File: config.mk
export PLATFORM = sky130hd
export DESIGN_NAME = uart_irq_ident
export DESIGN_NICKNAME = d
export VERILOG_FILES = /design/src/rtl/uart_irq_pkg.sv /design/src/rtl/uart_irq_enable_reg.sv /design/src/rtl/uart_irq_thre_track.sv /design/src/rtl/uart_irq_prio_enc.sv /design/src/rtl/uart_irq_ident.sv
export SDC_FILE = /design/constraint.sdc
export NUM_CORES = 1
export LEC_CHECK = 0
export CAP_MARGIN = 20
export CORE_UTILIZATION = 33
export DETAILED_ROUTE_END_ITERATION = 8
export GPL_TIMING_DRIVEN = 0
export PLACE_DENSITY_LB_ADDON = 0.3
export SLEW_MARGIN = 5
export SYNTH_ARGS = -nofsm -noshare
export SYNTH_HDL_FRONTEND = slang
export SYNTH_SLANG_ARGS = --single-unit
File: constraint.sdc
create_clock -name clk_i -period 1.9 [get_ports clk_i]
set_input_delay 0.57 -clock clk_i [delete_from_list [all_inputs] [get_ports clk_i]]
set_output_delay 0.57 -clock clk_i [all_outputs]
set_load 0.05 [all_outputs]
File: src/rtl/uart_irq_pkg.sv
package uart_irq_pkg;
  localparam int unsigned REG_W   = 8;
  localparam int unsigned EN_W    = 4;
  localparam int unsigned NUM_SRC = 5;

  // enable bit positions
  localparam int unsigned EN_RXDATA = 0;
  localparam int unsigned EN_THRE   = 1;
  localparam int unsigned EN_LINE   = 2;
  localparam int unsigned EN_MODEM  = 3;

  // register offsets
  localparam int unsigned OFS_DATA   = 0;
  localparam int unsigned OFS_ENABLE = 1;
  localparam int unsigned OFS_IDENT  = 2;

  typedef enum logic [3:0] {
    ID_MODEM   = 4'h0,
    ID_NONE    = 4'h1,
    ID_THRE    = 4'h2,
    ID_RXDATA  = 4'h4,
    ID_LINE    = 4'h6,
    ID_TIMEOUT = 4'hC
  } irq_id_e;

  // rank 0 is highest priority
  function automatic irq_id_e rank_code(int unsigned rank);
    case (rank)
      0:       return ID_LINE;
      1:       return ID_RXDATA;
      2:       return ID_TIMEOUT;
      3:       return ID_THRE;
      default: return ID_MODEM;
    endcase
  endfunction
endpackage

File: src/rtl/uart_irq_enable_reg.sv
module uart_irq_enable_reg
  import uart_irq_pkg::*;
#(
  parameter int unsigned ADDR_W = 3
) (
  input  logic              clk_i,
  input  logic              rst_ni,
  input  logic              wr_i,
  input  logic [ADDR_W-1:0] addr_i,
  input  logic              div_access_i,
  input  logic [REG_W-1:0]  wdata_i,
  output logic [EN_W-1:0]   en_o,
  output logic              thre_en_rise_o
);
  logic            sel;
  logic [EN_W-1:0] en_q;

  assign sel = wr_i && !div_access_i && (addr_i == ADDR_W'(OFS_ENABLE));

  always_ff @(posedge clk_i or negedge rst_ni) begin
    if (!rst_ni)  en_q <= '0;
    else if (sel) en_q <= wdata_i[EN_W-1:0];
  end

  assign en_o           = en_q;
  assign thre_en_rise_o = sel && wdata_i[EN_THRE] && !en_q[EN_THRE];
endmodule

File: src/rtl/uart_irq_thre_track.sv
module uart_irq_thre_track (
  input  logic clk_i,
  input  logic rst_ni,
  input  logic tx_empty_i,
  input  logic en_rise_i,
  input  logic clr_i,
  output logic pend_o
);
  logic prev_q, pend_q, set;

  assign set = tx_empty_i && (!prev_q || en_rise_i);

  always_ff @(posedge clk_i or negedge rst_ni) begin
    if (!rst_ni) begin
      prev_q <= 1'b0;
      pend_q <= 1'b0;
    end else begin
      prev_q <= tx_empty_i;
      if (clr_i)    pend_q <= 1'b0;   // disarm wins
      else if (set) pend_q <= 1'b1;
    end
  end

  assign pend_o = pend_q;
endmodule

File: src/rtl/uart_irq_prio_enc.sv
module uart_irq_prio_enc
  import uart_irq_pkg::*;
(
  input  logic [NUM_SRC-1:0] req_i,  // index = rank
  output irq_id_e            code_o,
  output logic               any_o
);
  always_comb begin
    code_o = ID_NONE;
    any_o  = 1'b0;
    // walk lowest to highest priority so the highest overrides
    for (int r = NUM_SRC - 1; r >= 0; r--) begin
      if (req_i[r]) begin
        code_o = rank_code(r);
        any_o  = 1'b1;
      end
    end
  end
endmodule

File: src/rtl/uart_irq_ident.sv
module uart_irq_ident
  import uart_irq_pkg::*;
#(
  parameter int unsigned ADDR_W = 3
) (
  input  logic              clk_i,
  input  logic              rst_ni,
  input  logic [ADDR_W-1:0] addr_i,
  input  logic              wr_i,
  input  logic              rd_i,
  input  logic [7:0]        wdata_i,
  output logic [7:0]        rdata_o,
  input  logic              div_access_i,
  input  logic              line_err_i,
  input  logic              rx_avail_i,
  input  logic              rx_timeout_i,
  input  logic              tx_empty_i,
  input  logic              modem_chg_i,
  input  logic              fifo_en_i,
  input  logic              irq_gate_i,
  output logic [7:0]        ident_o,
  output logic              pending_n_o,
  output logic              irq_o
);
  logic [EN_W-1:0]    ier_q;
  logic               thre_en_rise, thre_pend, thre_clr, any;
  logic [NUM_SRC-1:0] req;
  irq_id_e            code;

  uart_irq_enable_reg #(.ADDR_W(ADDR_W)) u_en (
    .clk_i, .rst_ni, .wr_i, .addr_i, .div_access_i,
    .wdata_i,
    .en_o           (ier_q),
    .thre_en_rise_o (thre_en_rise)
  );

  assign thre_clr = (rd_i && addr_i == ADDR_W'(OFS_IDENT) && code == ID_THRE)
                 || (wr_i && !div_access_i && addr_i == ADDR_W'(OFS_DATA));

  uart_irq_thre_track u_thre (
    .clk_i, .rst_ni,
    .tx_empty_i,
    .en_rise_i (thre_en_rise),
    .clr_i     (thre_clr),
    .pend_o    (thre_pend)
  );

  assign req[0] = line_err_i   && ier_q[EN_LINE];
  assign req[1] = rx_avail_i   && ier_q[EN_RXDATA];
  assign req[2] = rx_timeout_i && ier_q[EN_RXDATA];
  assign req[3] = thre_pend    && ier_q[EN_THRE];
  assign req[4] = modem_chg_i  && ier_q[EN_MODEM];

  uart_irq_prio_enc u_enc (
    .req_i  (req),
    .code_o (code),
    .any_o  (any)
  );

  assign ident_o     = {{2{fifo_en_i}}, 2'b00, code};
  assign pending_n_o = !any;
  assign irq_o       = irq_gate_i && any;

  always_comb begin
    rdata_o = '0;
    if (addr_i == ADDR_W'(OFS_IDENT))
      rdata_o = ident_o;
    else if (addr_i == ADDR_W'(OFS_ENABLE) && !div_access_i)
      rdata_o = {{(8-EN_W){1'b0}}, ier_q};
  end
endmodule

Word-level counts from Yosys, hierarchy flattened
Cells that the tools add are included.

Muxes and demuxes: 14. Reduce and logical (&&, ||, !) cells: 23. Equal/unequal tests: 3.

Operators by type and width (number): 4-bit two-way mux (4); 1-bit logical AND (15); 1-bit two-way mux (8); 8-bit two-way mux (1); 4-bit by 2-bit equality test with 1-bit output (second input constant) (1); 1-bit zero test (4); 3-bit by 1-bit equality test with 1-bit output (second input constant) (1); 3-bit by 2-bit equality test with 1-bit output (second input constant) (1); 3-bit zero test (1); 1-bit logical OR (2); 2-bit two-way mux (1); 2-bit nonzero test (1).

Register bits: 6. Input bits: 23.

Depth between registers and ports, before layout
Gate-level depths: netlist (run 1).

Word-level depth: 10. Mapped depth: 4. Depth with buffers taken out: 3.

Modules after synthesis
From an unflattened synthesis (run 1), not the netlist that was laid out.

Cells, all modules: 57. Area, all modules: 569.3 um2.

By module, submodules not included: uart_irq_ident (area each 254.0 um2, instances 1, cells each 35); uart_irq_enable_reg (area each 197.7 um2, instances 1, cells each 11); uart_irq_thre_track (area each 76.3 um2, instances 1, cells each 5); uart_irq_prio_enc (area each 41.3 um2, instances 1, cells each 6).

Worst setup path after synthesis (run 1)
Ideal clock, no wire load.

Path kind: input -> output. Start point: input rx_timeout_i. End point: output rdata_o[1]. Stages on the path: 3. Slack: -657 ps. Arrival time: 1987 ps. Path through: o21ai_1 a311oi_1 nor3_1.

Word-level cells in the longest chain between the ends: 5.

Ends and longest elaborated chain: start: declaration (line uart_irq_ident.sv:16) `input logic rx_timeout_i,`; 1-bit logical AND (line uart_irq_ident.sv:50) `assign req[2] = rx_timeout_i && ier_q[EN_RXDATA];`; 4-bit two-way mux (3 in series) (line uart_irq_prio_enc.sv:13) `if (req_i[r]) begin`; 8-bit two-way mux (line uart_irq_ident.sv:66) `if (addr_i == ADDR_W'(OFS_IDENT))`; end: declaration (line uart_irq_ident.sv:12) `output logic [7:0] rdata_o,`.

Every way passes these cells.

Worst setup path after layout (run 1)
Start point: input div_access_i. End point: output rdata_o[1].

Word-level cells in the longest chain between the ends: 4.

Ends and longest elaborated chain: start: declaration (line uart_irq_ident.sv:13) `input logic div_access_i,`; 1-bit zero test (line uart_irq_ident.sv:68) `else if (addr_i == ADDR_W'(OFS_ENABLE) && !div_access_i)`; 1-bit logical AND (line uart_irq_ident.sv:68); 4-bit two-way mux (line uart_irq_ident.sv:68); 8-bit two-way mux (line uart_irq_ident.sv:66).

Every way passes these cells.

==> results_dict.tcl, run 1 <==
set metrics [dict create \
    outcome "finished with violations" \
    violations "negative setup slack" \
    fin_area_um2 1200 \
    hold_viol_final 0 \
    clockRootBuffer "clkbuf_4" \
    fin_skew_ps 5.99 \
    worst_ep_required_time_ps 1330 \
    setup_tns_ps -89.8 \
    die_x_um 42.7 \
    drc 0 \
    seq_area_frac_synth_pct 27.5 \
    drive_above_1_share_pct 70.1 \
    antenna_cells 0 \
    worst_slack_ps -44.9 \
    synth-edff-count 0 \
    startpoint "div_access_i" \
    crit_type "in2out" \
    maxCapViolations 0 \
    gr-usage-met2_pct 31.8 \
    r2r_slack_ps 750 \
    dpl_cell_area_um2 965 \
    vias_per_cell 4.89 \
    globalRouteOverflowTotal 0 \
    hp-class "in2async" \
    rows 14 \
    ir_drop_uv 590 \
    yosysUniqueCellTypes 30 \
    portBuffers 31 \
    grt_pass1_wl_mm 2.55 \
    p_total_w 0.000884 \
    endpoint_kind "primary output" \
    synth_seq_cells 6 \
    fillCellCount 100 \
    fin_util_pct 78.6 \
    antenna_found_initial 0 \
    final_cell_mix "buf_4 (16), clkdlybuf4s50_1 (9), buf_6 (8)" \
    synth_area_per_cell_um2 9.09 \
    r2r-start "u_thre.pend_o" \
    setup_viol 4 \
    dp_hpwl_mm 1.08 \
    htreeDepth 1 \
    finalMaxSlewViolations 0 \
    reg2reg_to "u_thre.pend_o" \
    insertion_delay_ps 240 \
    fin_crit_ps 1940 \
    grt_max_degree 11 \
    grt_usage_pct 18.6 \
    cts_hold_buf 0 \
    final_common_cell "buf_4" \
    vias 601 \
    power.leakage_nw 0.551 \
    first_pass_iters 4 \
    netlist_area_um2 546 \
    yosys_warnings 0 \
    fmaxAchievable_mhz 514 \
    synthFlopType "dfrtp_1" \
    cts.sinks 6 \
    cts_tree "done" \
    ioPinCount 41 \
    initial_utilization_pct 35.8 \
    met3_usage_pct 2.13 \
    routabilityCongestion 0.787 \
    grt_pass1_vias 586 \
    worst_ep_arrival_time_ps 1370 \
    drt-total-wl_mm 1.63 \
    r2r_cells 4 \
    clk_pin_slew_ps 50 \
    gr-max-usage-layer "met2" \
    postSynth.asyncResetShare_pct 100 \
    netlist_instances 60 \
    finalCritPeriodShare_pct 102 \
    avgRoutedWirePerCell_um 13.3 \
    grt_setup_unrepaired "yes" \
    cts_buffer_depth 2 \
    ant_nets 0 \
    power.density_nw_per_um2 738 \
    die_h_um 42.7 \
    worstSetupStartpointType "primary input" \
    cts_buffers 3 \
    dr.first_iter.drc_count 4 \
    cp_max_fo 3 \
    coreArea_um2 1520 \
    die_area_um2 1820 \
    area_delta_synth_final_pct 119 \
    fin_nets 132 \
    met1_usage_pct 22.9 \
]
==> cell usage after synthesis (2+ instances only) <==
| cell type | count | area [um^2] |
|---|---|---|
| nor2_1 | 2 | 7.51 |
| and2_1 | 3 | 18.8 |
| a21oi_1 | 3 | 15.0 |
| nand4_1 | 3 | 18.8 |
| o21ai_0 | 2 | 10.0 |
| nand3_1 | 3 | 15.0 |
| nand2_1 | 4 | 15.0 |
| buf_4 | 8 | 60.1 |
| mux2_4 | 4 | 60.1 |
| dfrtp_1 | 6 | 150 |
| inv_1 | 3 | 11.3 |
==> power breakdown <==
part,switching [W],total (W),internal (W)
sequential,0.0000400,0.000197,0.000157
combinational,0.000304,0.000574,0.000269
clock,0.0000421,0.000113,0.0000712
total,0.000386,0.000884,0.000498
==> registers in the layout (all words and copies together), names as in the netlist <==
signal	flops
u_en.en_o	4
u_thre.pend_o	1
u_thre.prev_q	1
==> cells by family after synthesis <==
family | Yosys count | share of synthesized area [%]
mux | 5 | 12.8
buf+inv | 12 | 14.0
flops | 6 | 27.5
other cells | 1 | 0.687
compound gates | 11 | 13.5
simple gates | 25 | 31.4
==> worst max path at each step <==
| stage | to | slack, ps |
|---|---|---|
| 6_report | rdata_o[1] | -40 |
| 5_1_grt | rdata_o[1] | -90 |
| 4_1_cts | ident_o[0] | -30 |
| 3_5_place_dp | rdata_o[7] | -1310 |
| 3_3_place_gp | rdata_o[7] | -1320 |
| 2_1_floorplan | rdata_o[1] | -30 |
==> timing repair <==
action / 4_1_cts / 5_1_grt
buffers inserted: 6 / 4
endpoints found under the setup margin: 18 / 10
resized for setup: 147 / 16
pin swaps: 11 / 10
==> cell type report <==
type | count | area, um^2 | area share, %
Inverter | 3 | 15.0 | 1.25
Tap cell | 16 | 20.0 | 1.67
Buffer | 9 | 95.1 | 7.94
Clock buffer | 3 | 22.5 | 1.88
Sequential cell | 6 | 154 | 12.9
Timing Repair Buffer | 41 | 422 | 35.2
Multi-Input combinational cell | 45 | 469 | 39.2
==> stage by stage <==
stage	hold WS [ps]	setup slack (ps)	instances
floorplan	274	-30.3	63
global placement	548	-1320	110
detailed placement	551	-1310	110
CTS	558	-26.6	119
global route	560	-86.4	123
finish	562	-44.9	123
==> routing by layer <==
| metal | vias up | share of wire, % |
|---|---|---|
| li1 | 302 | - |
| met1 | 274 | 40 |
| met2 | 23 | 56 |
| met3 | 2 | 4.2 |
| met4 | 0 | 0.49 |
| met5 | - | 0 |
==> critical path, stage by stage <==
cell	delay (ps)
buf_12	110
nor3b_4	220
mux2i_2	120
nor3_4	170
buf_6	170
(Power assumes the default switching activity.)
==> run 2, diff against run 1 <==
RECOVER_POWER = 50   (was default)
==> run 2 against run 1 <==
- the flow still finishes with violations (negative setup slack)
- setup slack improved by 6.3 ps
- combinational power decreased by 0.7%
- register-to-register slack about the same
- sequential power about the same
- critical path depth unchanged
- die area unchanged
- design area decreased by 0.73%
- wire length about the same
- via count increased by 1.5%
- highest routed layer unchanged
- hold slack improved by 61 ps
==> results_dict.tcl, run 2 (synthesis gave the netlist of run 1 again) <==
set metrics [dict create \
    pwr-share-comb_pct 64.8 \
    hold_viol_final 0 \
    worst_ep_required_time_ps 1330 \
    p_sw_share_pct 43.7 \
    routabilityCongestion 0.787 \
    setup_tns_ps -77.7 \
    cts_hold_buf 0 \
    grt_pass1_vias 586 \
    finalMaxSlewViolations 0 \
    portBuffers 31 \
    cts.sinks 6 \
    hp-class "reg2reg" \
    worstSetupStartpointType "primary input" \
    p_int_w 0.000496 \
    drt-total-wl_mm 1.63 \
    setup_viol 4 \
    largest_reg_flops 4 \
    area_delta_synth_final_pct 118 \
    net-switching-power_w 0.000385 \
    cp_cell_sequence "buf_12 > nor3b_4 > mux2i_2 > nor3_4 > buf_6" \
    path_buf_inv 2 \
    final_common_cell "buf_4" \
    dpl_cell_area_um2 965 \
    worst_slack_ps -38.6 \
    cts_tree "done" \
    grt_usage_pct 18.6 \
    startpoint "div_access_i" \
    min_from "u_en.en_o[0]" \
    finalCritPeriodShare_pct 102 \
    die_area_um2 1820 \
    vias_per_cell 4.96 \
    globalRouteOverflowTotal 0 \
    fin_nets 132 \
    rows 14 \
    ir_drop_uv 587 \
    crit_type "in2out" \
    antenna_cells 0 \
    first_pass_iters 4 \
    violations "negative setup slack" \
    fmaxAchievable_mhz 516 \
    grt_max_degree 11 \
    cp_max_fo 3 \
    cts_buffers 3 \
    reg2reg_to "u_thre.pend_o" \
    dr.first_iter.drc_count 4 \
    clk_pin_slew_ps 50 \
    drc 0 \
    outcome "finished with violations" \
    worst_ep_arrival_time_ps 1370 \
    finalNonFillerCells 123 \
    r2r_cells 4 \
    ioPinCount 41 \
    worstHoldEndpoint "u_en.en_o[0]" \
    cp_top_family "simple AND/OR/NAND/NOR gates" \
    dp_hpwl_mm 1.08 \
    die_h_um 42.7 \
    coreArea_um2 1520 \
    htreeDepth 1 \
    insertion_delay_ps 240 \
    power_frac_seq_pct 22.4 \
    fin_area_um2 1190 \
    maxCapViolations 0 \
    drive_above_1_share_pct 70.1 \
    dp_cells 110 \
    vias 610 \
    fin_crit_ps 1940 \
    fin_skew_ps 6.06 \
    cts_buffer_depth 2 \
    dp_slack_ps -1310 \
    ant_nets 0 \
    grt_pass1_wl_mm 2.55 \
    power.leakage_nw 0.546 \
    r2r-start "u_thre.pend_o" \
    power_frac_clock_pct 12.9 \
    cpPeakStageDelay_ps 220 \
    avgRoutedWirePerCell_um 13.3 \
    power.density_nw_per_um2 741 \
    initial_utilization_pct 35.8 \
    die_x_um 42.7 \
    endpoint_kind "primary output" \
    antenna_found_initial 0 \
    r2r_slack_ps 750 \
    cpMaxStageDelayCell "nor3b_4" \
    hold_depth 1 \
    final_cell_mix "buf_4 (16), buf_6 (8), clkdlybuf4s50_1 (7)" \
    grt_setup_unrepaired "yes" \
    clockRootBuffer "clkbuf_4" \
    p_total_w 0.000881 \
]
## run 2: final cells by class
class                   instances  area (um^2)
multi-input cells              45          460
repair buffers                 41          422
fillers                       100          335
flip-flops and latches          6          154
plain buffers                   9         95.1
clock buffers                   3         22.5
well taps                      16         20.0
inverters                       3         15.0
## run 2: worst max path at each step
stage	end	slack (ps)	cells after the start
after floorplan	rdata_o[1]	-30	3
after global placement	rdata_o[7]	-1320	5
after detailed placement	rdata_o[7]	-1310	5
after CTS	ident_o[0]	-30	5
after global routing	rdata_o[1]	-80	5
final	rdata_o[1]	-40	5
## run 2: metrics by stage
step	hold WS, ps	util, %
floorplan	274	-
global placement	548	63.3
detailed placement	551	63.3
CTS	558	71.5
global route	630	78.0
finish	623	78.0
## run 2: what timing repair did
item	4_1_cts	5_1_grt
setup buffers	6	4
pin swaps	11	10
setup endpoints to repair	18	10
gates resized for setup	147	16
## run 2: layer usage
layer,global-route usage (%),share of wire [%],vias to the layer above
met5,0,0,-
met4,8.75,0.49,0
met3,2.13,4.2,2
met2,31.8,56,23
met1,22.9,39,283
li1,-,-,302
## run 2: power groups by stage
| stage | Clock (W) | Combinational (W) | Sequential (W) |
|---|---|---|---|
| global route | 0.000131 | 0.000600 | 0.000201 |
| global placement | 0 | 0.000454 | 0.000189 |
| floorplan | 0 | 0.000325 | 0.000180 |
| CTS | 0.000122 | 0.000536 | 0.000192 |
| detailed placement | 0 | 0.000457 | 0.000190 |
| finish | 0.000113 | 0.000570 | 0.000197 |
